==> config.mk <==
export PLATFORM = sky130hd
export DESIGN_NAME = dp_alu
export DESIGN_NICKNAME = d
export VERILOG_FILES = /design/src/rtl/alu_pkg.sv /design/src/rtl/alu_operand_sel.sv /design/src/rtl/alu_adder.sv /design/src/rtl/alu_bitwise.sv /design/src/rtl/dp_alu.sv
export SDC_FILE = /design/constraint.sdc
export NUM_CORES = 1
export LEC_CHECK = 0
export ABC_CLOCK_PERIOD_IN_PS = 6400
export BUFFER_PORTS_ARGS = -buffer_cell sky130_fd_sc_hd__buf_2
export CAP_MARGIN = 20
export CORE_MARGIN = 2
export CORE_UTILIZATION = 35
export DETAILED_ROUTE_END_ITERATION = 6
export HOLD_SLACK_MARGIN = 0.02
export PLACE_DENSITY = 0.62
export SKIP_LAST_GASP = 1
export SYNTH_ARGS = -nofsm -noshare
export SYNTH_HDL_FRONTEND = slang
export SYNTH_SLANG_ARGS = --single-unit
==> constraint.sdc <==
create_clock -name clk -period 6.4 [get_ports clk]
set_input_delay 0.64 -clock clk [delete_from_list [all_inputs] [get_ports clk]]
set_output_delay 0.64 -clock clk [all_outputs]
set_load 0.1 [all_outputs]
==> src/rtl/alu_pkg.sv <==
package alu_pkg;
  typedef enum logic [3:0] {
    OP_MOVE  = 4'h0,
    OP_MOVN  = 4'h1,
    OP_ADD   = 4'h2,
    OP_ADDC  = 4'h3,
    OP_SUB   = 4'h4,
    OP_SUBC  = 4'h5,
    OP_RSUB  = 4'h6,
    OP_RSUBC = 4'h7,
    OP_AND   = 4'h8,
    OP_OR    = 4'h9,
    OP_XOR   = 4'hA,
    OP_BCLR  = 4'hB,
    OP_CMP   = 4'hC,
    OP_CMPN  = 4'hD,
    OP_RSV0  = 4'hE,
    OP_RSV1  = 4'hF
  } alu_op_e;

  function automatic logic op_is_arith(alu_op_e op);
    return (op inside {OP_ADD, OP_ADDC, OP_SUB, OP_SUBC, OP_RSUB,
                       OP_RSUBC, OP_CMP, OP_CMPN});
  endfunction

  function automatic logic op_is_bitwise(alu_op_e op);
    return (op inside {OP_MOVE, OP_MOVN, OP_AND, OP_OR, OP_XOR, OP_BCLR});
  endfunction

  function automatic logic op_is_compare(alu_op_e op);
    return (op inside {OP_CMP, OP_CMPN});
  endfunction
endpackage

==> src/rtl/alu_operand_sel.sv <==
module alu_operand_sel #(
  parameter int WIDTH = 32,
  parameter int IMM_W = 8
) (
  input  logic [WIDTH-1:0] reg_val,
  input  logic [IMM_W-1:0] imm_val,
  input  logic             use_imm,
  output logic [WIDTH-1:0] operand
);
  localparam int PAD_W = WIDTH - IMM_W;

  always_comb begin
    if (use_imm) operand = {{PAD_W{1'b0}}, imm_val};
    else         operand = reg_val;
  end
endmodule

==> src/rtl/alu_adder.sv <==
module alu_adder
  import alu_pkg::*;
#(
  parameter int WIDTH = 32
) (
  input  alu_op_e          op,
  input  logic [WIDTH-1:0] a,
  input  logic [WIDTH-1:0] b,
  input  logic             c_in,
  output logic [WIDTH-1:0] sum,
  output logic             c_out,
  output logic             v_out
);
  localparam int EXT_W = WIDTH + 1;
  localparam int MSB   = WIDTH - 1;

  logic [WIDTH-1:0] x, y;
  logic             cin;
  logic [EXT_W-1:0] total;

  always_comb begin
    x = a; y = b; cin = 1'b0;
    unique case (op)
      OP_ADD, OP_CMPN: begin x = a; y = b;  cin = 1'b0; end
      OP_ADDC:         begin x = a; y = b;  cin = c_in; end
      OP_SUB, OP_CMP:  begin x = a; y = ~b; cin = 1'b1; end
      OP_SUBC:         begin x = a; y = ~b; cin = c_in; end
      OP_RSUB:         begin x = b; y = ~a; cin = 1'b1; end
      OP_RSUBC:        begin x = b; y = ~a; cin = c_in; end
      default:         begin x = a; y = b;  cin = 1'b0; end
    endcase
  end

  always_comb begin
    total = {1'b0, x} + {1'b0, y} + {{WIDTH{1'b0}}, cin};
    sum   = total[WIDTH-1:0];
    c_out = total[WIDTH];
    v_out = (x[MSB] == y[MSB]) && (total[MSB] != x[MSB]);
  end
endmodule

==> src/rtl/alu_bitwise.sv <==
module alu_bitwise
  import alu_pkg::*;
#(
  parameter int WIDTH = 32
) (
  input  alu_op_e          op,
  input  logic [WIDTH-1:0] a,
  input  logic [WIDTH-1:0] b,
  output logic [WIDTH-1:0] res
);
  always_comb begin
    unique case (op)
      OP_MOVE: res = b;
      OP_MOVN: res = ~b;
      OP_AND:  res = a & b;
      OP_OR:   res = a | b;
      OP_XOR:  res = a ^ b;
      OP_BCLR: res = a & ~b;
      default: res = '0;
    endcase
  end
endmodule

==> src/rtl/dp_alu.sv <==
module dp_alu
  import alu_pkg::*;
#(
  parameter int WIDTH = 32,
  parameter int IMM_W = 8
) (
  input  logic             clk,
  input  logic             rst,
  input  logic [3:0]       op_sel,
  input  logic [WIDTH-1:0] op_a,
  input  logic [WIDTH-1:0] op_b,
  input  logic             b_imm,
  input  logic [IMM_W-1:0] imm8,
  input  logic             flag_n_in,
  input  logic             flag_z_in,
  input  logic             flag_c_in,
  input  logic             flag_v_in,
  output logic [WIDTH-1:0] result,
  output logic             wr_en,
  output logic             flag_n,
  output logic             flag_z,
  output logic             flag_c,
  output logic             flag_v
);
  localparam int MSB = WIDTH - 1;

  alu_op_e          op;
  logic [WIDTH-1:0] opnd_b;
  logic [WIDTH-1:0] arith_res, bit_res, res_d;
  logic             arith_c, arith_v;
  logic             is_arith, is_bit, is_cmp, is_valid;
  logic             wr_d, n_d, z_d, c_d, v_d;

  assign op = alu_op_e'(op_sel);

  alu_operand_sel #(.WIDTH(WIDTH), .IMM_W(IMM_W)) u_sel (
    .reg_val (op_b),
    .imm_val (imm8),
    .use_imm (b_imm),
    .operand (opnd_b)
  );

  alu_adder #(.WIDTH(WIDTH)) u_add (
    .op    (op),
    .a     (op_a),
    .b     (opnd_b),
    .c_in  (flag_c_in),
    .sum   (arith_res),
    .c_out (arith_c),
    .v_out (arith_v)
  );

  alu_bitwise #(.WIDTH(WIDTH)) u_bit (
    .op  (op),
    .a   (op_a),
    .b   (opnd_b),
    .res (bit_res)
  );

  always_comb begin
    is_arith = op_is_arith(op);
    is_bit   = op_is_bitwise(op);
    is_cmp   = op_is_compare(op);
    is_valid = is_arith || is_bit;
    if (is_arith)    res_d = arith_res;
    else if (is_bit) res_d = bit_res;
    else             res_d = '0;
    wr_d = is_valid && !is_cmp;
    n_d  = is_valid ? res_d[MSB]     : flag_n_in;
    z_d  = is_valid ? (res_d == '0)  : flag_z_in;
    c_d  = is_arith ? arith_c        : flag_c_in;
    v_d  = is_arith ? arith_v        : flag_v_in;
  end

  always_ff @(posedge clk) begin
    if (rst) begin
      result <= '0;
      wr_en  <= 1'b0;
      flag_n <= 1'b0;
      flag_z <= 1'b0;
      flag_c <= 1'b0;
      flag_v <= 1'b0;
    end else begin
      result <= res_d;
      wr_en  <= wr_d;
      flag_n <= n_d;
      flag_z <= z_d;
      flag_c <= c_d;
      flag_v <= v_d;
    end
  end

  // Compare codes never write a destination.
  assert_cmp_nowrite_R8: assert property (@(posedge clk) disable iff (rst)
    (!$past(rst) && ($past(op_sel) == 4'hC || $past(op_sel) == 4'hD)) |-> !wr_en);

  // N and Z follow the written result.
  assert_nz_match_R9: assert property (@(posedge clk) disable iff (rst)
    (!$past(rst) && wr_en) |-> (flag_n == result[MSB] && flag_z == (result == '0)));

  // Bitwise and move codes keep carry and overflow.
  assert_cv_kept_R7: assert property (@(posedge clk) disable iff (rst)
    (!$past(rst) && $past(op_sel) inside {4'h0, 4'h1, 4'h8, 4'h9, 4'hA, 4'hB})
    |-> (flag_c == $past(flag_c_in) && flag_v == $past(flag_v_in)));

  // Reserved codes: zero, no write, flags passed through.
  assert_reserved_R10: assert property (@(posedge clk) disable iff (rst)
    (!$past(rst) && $past(op_sel) >= 4'hE)
    |-> (result == '0 && !wr_en && flag_n == $past(flag_n_in) && flag_z == $past(flag_z_in)
         && flag_c == $past(flag_c_in) && flag_v == $past(flag_v_in)));

  // Immediate move yields the constant zero-extended.
  assert_imm_move_R2: assert property (@(posedge clk) disable iff (rst)
    (!$past(rst) && $past(op_sel) == 4'h0 && $past(b_imm))
    |-> (result == {{(WIDTH-IMM_W){1'b0}}, $past(imm8)}));

  // Plain add overflow follows operand and result signs.
  assert_add_ovf_R4: assert property (@(posedge clk) disable iff (rst)
    (!$past(rst) && $past(op_sel) == 4'h2 && !$past(b_imm))
    |-> (flag_v == (($past(op_a[MSB]) == $past(op_b[MSB])) && (result[MSB] != $past(op_a[MSB])))));
endmodule

== Word-level counts from Yosys, hierarchy flattened ==
Cells that the tools add are included.
W data, S select, Z words.

* Register bits: 37
* Input bits: 83

* $add $sub $neg: 2
* Equal/unequal tests: 15
* Mux-type cells: 11
* Bitwise logic cells: 6
* Reductions and logical operators: 13

{| class="wikitable"
|+ Operator list
! kind !! number
|-
| $pmux W32 S6 || 1
|-
| $mux W32 || 4
|-
| $and A32 B32 Y32 || 2
|-
| $not A32 Y32 || 2
|-
| $pmux W32 S2 || 1
|-
| $add A32 B32 Y33 || 1
|-
| $add A33 B1 Y33 || 1
|-
| $logic_not A32 Y1 || 1
|-
| $or A32 B32 Y32 || 1
|-
| $xor A32 B32 Y32 || 1
|-
| $eq A4 B4 Y1 const B || 6
|-
| $eq A4 B3 Y1 const B || 4
|-
| $reduce_or A3 Y1 || 3
|-
| $eq A4 B2 Y1 const B || 2
|-
| $reduce_bool A8 Y1 || 1
|-
| $reduce_bool A6 Y1 || 1
|-
| $eq A4 B1 Y1 const B || 1
|-
| $logic_not A4 Y1 || 1
|-
| $mux W1 || 4
|-
| $logic_and A1 B1 Y1 || 2
|-
| $pmux W1 S2 || 1
|-
| $reduce_bool A2 Y1 || 1
|-
| $reduce_or A2 Y1 || 1
|-
| $eq A1 B1 Y1 || 1
|-
| 3 further kinds || 3
|}

== Depth between registers and ports, before layout ==
* Depth in word-level cells: 8
* Gate-level depth with buffers: 22
* Mapped depth without buffers: 18

== Hierarchy ==
Synthesis repeated with hierarchy kept, for this count alone.

* Cell total of the unflattened synthesis: 930
* Area, all modules: 6887.9 µm²

{| class="wikitable"
|+ By module, submodules not included
! module !! instances !! cells each !! area an instance (µm²)
|-
| alu_adder || 1 || 399 || 2675.1
|-
| alu_bitwise || 1 || 345 || 2532.4
|-
| dp_alu || 1 || 151 || 1396.3
|-
| alu_operand_sel || 1 || 35 || 284.0
|}

== Worst setup path before layout ==
Ideal clock, no wire load.

* Kind: input port to flip-flop
* From: input port op_sel[0]
* To: register flag_z
* Library setup time: 0.084 ns
* Arrival: 5.495 ns
* Required time: 6.316 ns
* Setup slack: 0.820 ns
* Cell stages on the path: 22
* Path buffers: 6
* Cells stage by stage: clkbuf_1 -> clkbuf_1 -> buf_2 -> buf_2 -> buf_1 -> a21oi_1 -> clkbuf_1 -> a211oi_1 -> fa_1 -> inv_1 -> fa_1 -> a21o_1 -> and3_1 -> o21a_1 -> o211ai_1 -> a21o_1 -> xor2_1 -> o21ai_0 -> or4_1 -> nor4_1 -> nand4_1 -> o31ai_2

* Cells in the longest elaborated chain, start to end: 8
* Elaborated cells between the ends (all ways): 31

{| class="wikitable"
|+ RTL lines
! what !! RTL line !! RTL
|-
| start, declared || dp_alu.sv:9 || <nowiki>input logic [3:0] op_sel,</nowiki>
|-
| $eq A4 B3 Y1 or $eq A4 B4 Y1 (tied branches) || alu_pkg.sv:22, alu_adder.sv:23 ||
|-
| $reduce_or A3 Y1 (no line) or $reduce_or A2 Y1 (tied branches) || -- ||
|-
| $pmux W32 S2 or $mux W32 (tied branches) || alu_adder.sv:23 || <nowiki>unique case (op)</nowiki>
|-
| $add A32 B32 Y33 || alu_adder.sv:35 || <nowiki>total = {1'b0, x} + {1'b0, y} + {{WIDTH{1'b0}}, cin};</nowiki>
|-
| $add A33 B1 Y33 || alu_adder.sv:35 ||
|-
| $mux W32 || dp_alu.sv:65 || <nowiki>if (is_arith) res_d = arith_res;</nowiki>
|-
| $logic_not A32 Y1 || dp_alu.sv:70 || <nowiki>z_d = is_valid ? (res_d == '0) : flag_z_in;</nowiki>
|-
| $mux W1 * || dp_alu.sv:70 ||
|-
| end signal, assigned || dp_alu.sv:87 || <nowiki>flag_z <= z_d;</nowiki>
|-
| end, declared || dp_alu.sv:21 || <nowiki>output logic flag_z,</nowiki>
|}

Every way passes the cells marked *; elsewhere a longest branch is shown, timed or not.
A chain may end at the register's enable or synchronous reset.

== Worst setup path after layout ==
* From: input port b_imm
* To: register flag_z

* Cells in the longest elaborated chain, start to end: 8
* Elaborated cells between the ends (all ways): 15

{| class="wikitable"
|+ RTL lines
! what !! RTL line !! RTL
|-
| start, declared || dp_alu.sv:12 || <nowiki>input logic b_imm,</nowiki>
|-
| $mux W32 * || alu_operand_sel.sv:13 || <nowiki>if (use_imm) operand = {{PAD_W{1'b0}}, imm_val};</nowiki>
|-
| $not A32 Y32 || -- ||
|-
| $pmux W32 S2 or $and A32 B32 Y32 (tied branches) || alu_adder.sv:23, alu_bitwise.sv:18 ||
|-
| $add A32 B32 Y33 or $pmux W32 S6 (tied branches) || alu_adder.sv:35, alu_bitwise.sv:12 ||
|-
| $add A33 B1 Y33 or $mux W32 (tied branches) || alu_adder.sv:35, dp_alu.sv:66 ||
|-
| $mux W32 * || dp_alu.sv:65 ||
|-
| $logic_not A32 Y1 * || dp_alu.sv:70 ||
|-
| $mux W1 * || dp_alu.sv:70 ||
|}

Marks and branches as above.

==> impl_metrics.csv <==
group,metric,value,unit
run_status,status,"complete, no violations",
floorplan,die-area,0.01896,mm^2
setup_path,cp_slowest_cell,"a2111oi_0",
setup_path,arrival,5530,ps
placement,place_inst,1212,
clock_tree,clk_pin_slew,60,ps
grt,grt_max_degree,41,
synthesis,synth_top_area_share,12.60,%
clock_tree,postCtsSetupRepairBufs,0,
setup_path,crit_path_max_fanout,20,
setup_path,critPathKind,"primary input to register",
sta,period_share,83.14,%
synthesis,syn_area,0.006256,mm^2
final_layout,final_cells,1220,
power_and_ir_drop,power_switching_share,50.50,%
power_and_ir_drop,ir_drop,246.7,uV
synthesis,synth_cell_type_count,70,
final_layout,seq_area,740.7,um^2
power_and_ir_drop,p_per_area,205.5,mW/mm^2
synthesis,seq_area_frac_synth,11.84,%
power_and_ir_drop,pwr-share-clk,20.0,%
floorplan,die_w,137.7,um
final_layout,layout-drive-gt1-share,16.28,%
clock_tree,cts_made_buffers,5,
floorplan,pin_count,120,
route,vias_per_cell,6.063,
synthesis,synth_ff_type,"dfxtp_1",
sta,slew_violations,0,
sta,rsz0062_at_grt,"false",
power_and_ir_drop,p_seq_share,18.0,%
sta,min_period,5321,ps
setup_path,cp-end-kind,"register",
sta,maxSlewHeadroom,37.30,%
final_layout,fill_cells,1809,
hold_path,min_from,"flag_v_in",
final_layout,fin_area,0.007193,mm^2
synthesis,yosys_warnings,0,
placement,dpl_cell_area,0.007017,mm^2
clock_tree,cts-resized-gates,0,
route,wl,22.76,mm
job,cap_violations,0,
grt,grtUsageTotal,23.51,%
sta,finalHoldViolations,0,
clock_tree,htree_levels,2,
synthesis,ys_seq_elements,37,
grt,grt_pass1_wl,35.18,mm
route,drc_errors,0,
clock_tree,clk_path_buf_depth,2,
final_layout,synthToLayoutAreaGrowth,14.98,%
placement,gp_congestion,1.031,
placement,portBuffers,119,
hold_path,hold_path.class,"primary input to register",
sta,fin_setup_tns,0,ps
hold_path,hold_end,"flag_v$_SDFF_PP0_",
synthesis,synth.largest_area_cell,"ha_1",
route,dr.pass1.iters,5,
setup_path,worstSetupStartpoint,"b_imm",
placement,place_hpwl,17.04,mm
power_and_ir_drop,comb_power_share,61.9,%
route,dr_total_vias,7397,
sta,fin_hold_ws,603.0,ps
grt,antenna_found_initial,0,
clock_tree,cts_tree,"built",
setup_path,crit_chain,"buf_2 > mux2i_1 > nor2_1 > a211oi_1 > fa_1 > inv_1 > fa_1 > a21o_1 > a21oi_1 > xnor2_1 > a2111oi_0 > and4bb_2 > nand4_1 > and4b_1 > nand4_1 > nor4_1 > nand4_1 > o31ai_2",
clock_tree,cts_sinks,37,
synthesis,synth-edff-count,0,
synthesis,syn-num-nets,1069,
sta,worstMarginPinSlew,938.5,ps
hold_path,holdPathStages,3,
final_layout,final_nets,1142,
synthesis,synthArstFlopShare,0,%
floorplan,core_area,0.01736,mm^2
setup_path,crit_top_cell,"nand4_1",
setup_path,cp_top_family,"simple AND/OR/NAND/NOR gates",
route,drtAntennaViolNets,0,
power_and_ir_drop,p_int,0.0007319,W
setup_path,critPathMaxStageDelay,700,ps
sta,setup-violations-final,0,
floorplan,die_y,137.7,um
synthesis,avgSynthCellArea,6.793,um^2
route,drtIter0Drc,750,
final_layout,num_antenna_cells,0,
clock_tree,holdBufCountCts,0,
clock_tree,cts-root-buf,"clkbuf_16",
synthesis,postSynthCellCount,921,
setup_path,critPathBufInv,2,
grt,first_global_vias,6634,
sta,max_freq,187.9,MHz
power_and_ir_drop,power_switching,0.0007466,W
grt,overflow,0,
setup_path,cp.required,6600,ps
setup_path,start_kind,"primary input",
floorplan,start_util,36.04,%
final_layout,multiInputGateArea,0.005054,mm^2
floorplan,rows,48,
route,wl_per_cell,18.66,um
synthesis,synthTopCellsByArea,"ha_1 13%, dfxtp_1 12%, a21oi_1 7.3%, nand2_1 5.9%, o21ai_0 5.6%",
power_and_ir_drop,power_leakage,3.301,nW
==> per-stage QoR <==
stage	power, W	util [%]	worst slack [ps]
2_1_floorplan	0.0009631	-	820.3
3_3_place_gp	0.001168	40.43	1160
3_5_place_dp	0.001170	40.43	883.1
4_1_cts	0.001470	41.44	1173
5_1_grt	0.001568	41.44	667.7
6_report	0.001478	41.44	1079
==> worst max path at each step <==
| stage | end | slack [ps] | depth (start not counted) |
|---|---|---|---|
| 6_report | flag_z$_SDFF_PP0_ | 1080 | 18 |
| 5_1_grt | flag_z$_SDFF_PP0_ | 670 | 18 |
| 4_1_cts | flag_z$_SDFF_PP0_ | 1170 | 18 |
| 3_5_place_dp | flag_z$_SDFF_PP0_ | 880 | 18 |
| 3_3_place_gp | flag_z$_SDFF_PP0_ | 1160 | 18 |
| 2_1_floorplan | flag_z$_SDFF_PP0_ | 820 | 22 |
==> power by group through the flow <==
stage                     Sequential (W)  Clock, W  Combinational, W
final                           0.000266  0.000296          0.000916
after floorplan                 0.000492         0          0.000471
after global placement          0.000271         0          0.000897
after global routing            0.000270  0.000313          0.000986
after detailed placement        0.000272         0          0.000898
after CTS                       0.000267  0.000302          0.000902
==> state kept, by name (all words and copies together) (netlist names) <==
| signal | cells |
|---|---|
| flag_n | 1 |
| flag_v | 1 |
| flag_c | 1 |
| flag_z | 1 |
| result | 32 |
| wr_en | 1 |
==> cells in the mapped netlist (all sizes together) (18+ instances only) <==
library cell and number:
nand2 99, nand3 21, clkbuf 63, a21o 27, a21oi 91, nor2 70, a221oi 27, inv 46
o221ai 20, a31oi 23, dfxtp 37, o21ai 71, nand2b 33, a211oi 18, ha 63
==> placed cells by master, fill, tap and decap left out, types with 20 or more instances in the layout <==
master,instances
buf_2,119
nand2_1,99
a21oi_1,90
o21ai_0,70
nor2_1,70
ha_1,63
inv_1,46
dfxtp_1,37
nand2b_1,33
a221oi_1,27
a21o_1,27
a31oi_1,23
buf_4,23
o221ai_1,20
nand3_1,20
==> area by class of cell <==
cell class / instances / area share (%)
Clock inverter: 2 / 0.5218
Inverter: 46 / 2.400
Timing Repair Buffer: 142 / 10.68
Tap cell: 225 / 3.914
Sequential cell: 37 / 10.30
Multi-Input combinational cell: 762 / 70.26
Clock buffer: 6 / 1.931
==> worst min-delay path, stage by stage <==
cell and delay (ps):
buf_2 100, nand2_1 40, a21oi_1 50
==> metal layers <==
metal	global-route usage [%]	routed length, um	up-vias
met5	0	0	-
met4	6.406	363	0
met3	2.502	1753	31
met2	37.42	9997	366
met1	33.55	10650	3423
li1	-	-	3577
==> kinds of logic (layout without fill, tap and decap cells) <==
kind of cell,Yosys count,count (layout),share of synthesized area (%)
compound gates,351,351,37.70
simple gates,306,306,23.78
buf+inv,122,196,7.520
fa+ha+maj,65,65,13.24
flops,37,37,11.84
xor+xnor,25,25,3.500
mux,15,15,2.420
No activity file was read; power rests on OpenSTA's default activity.
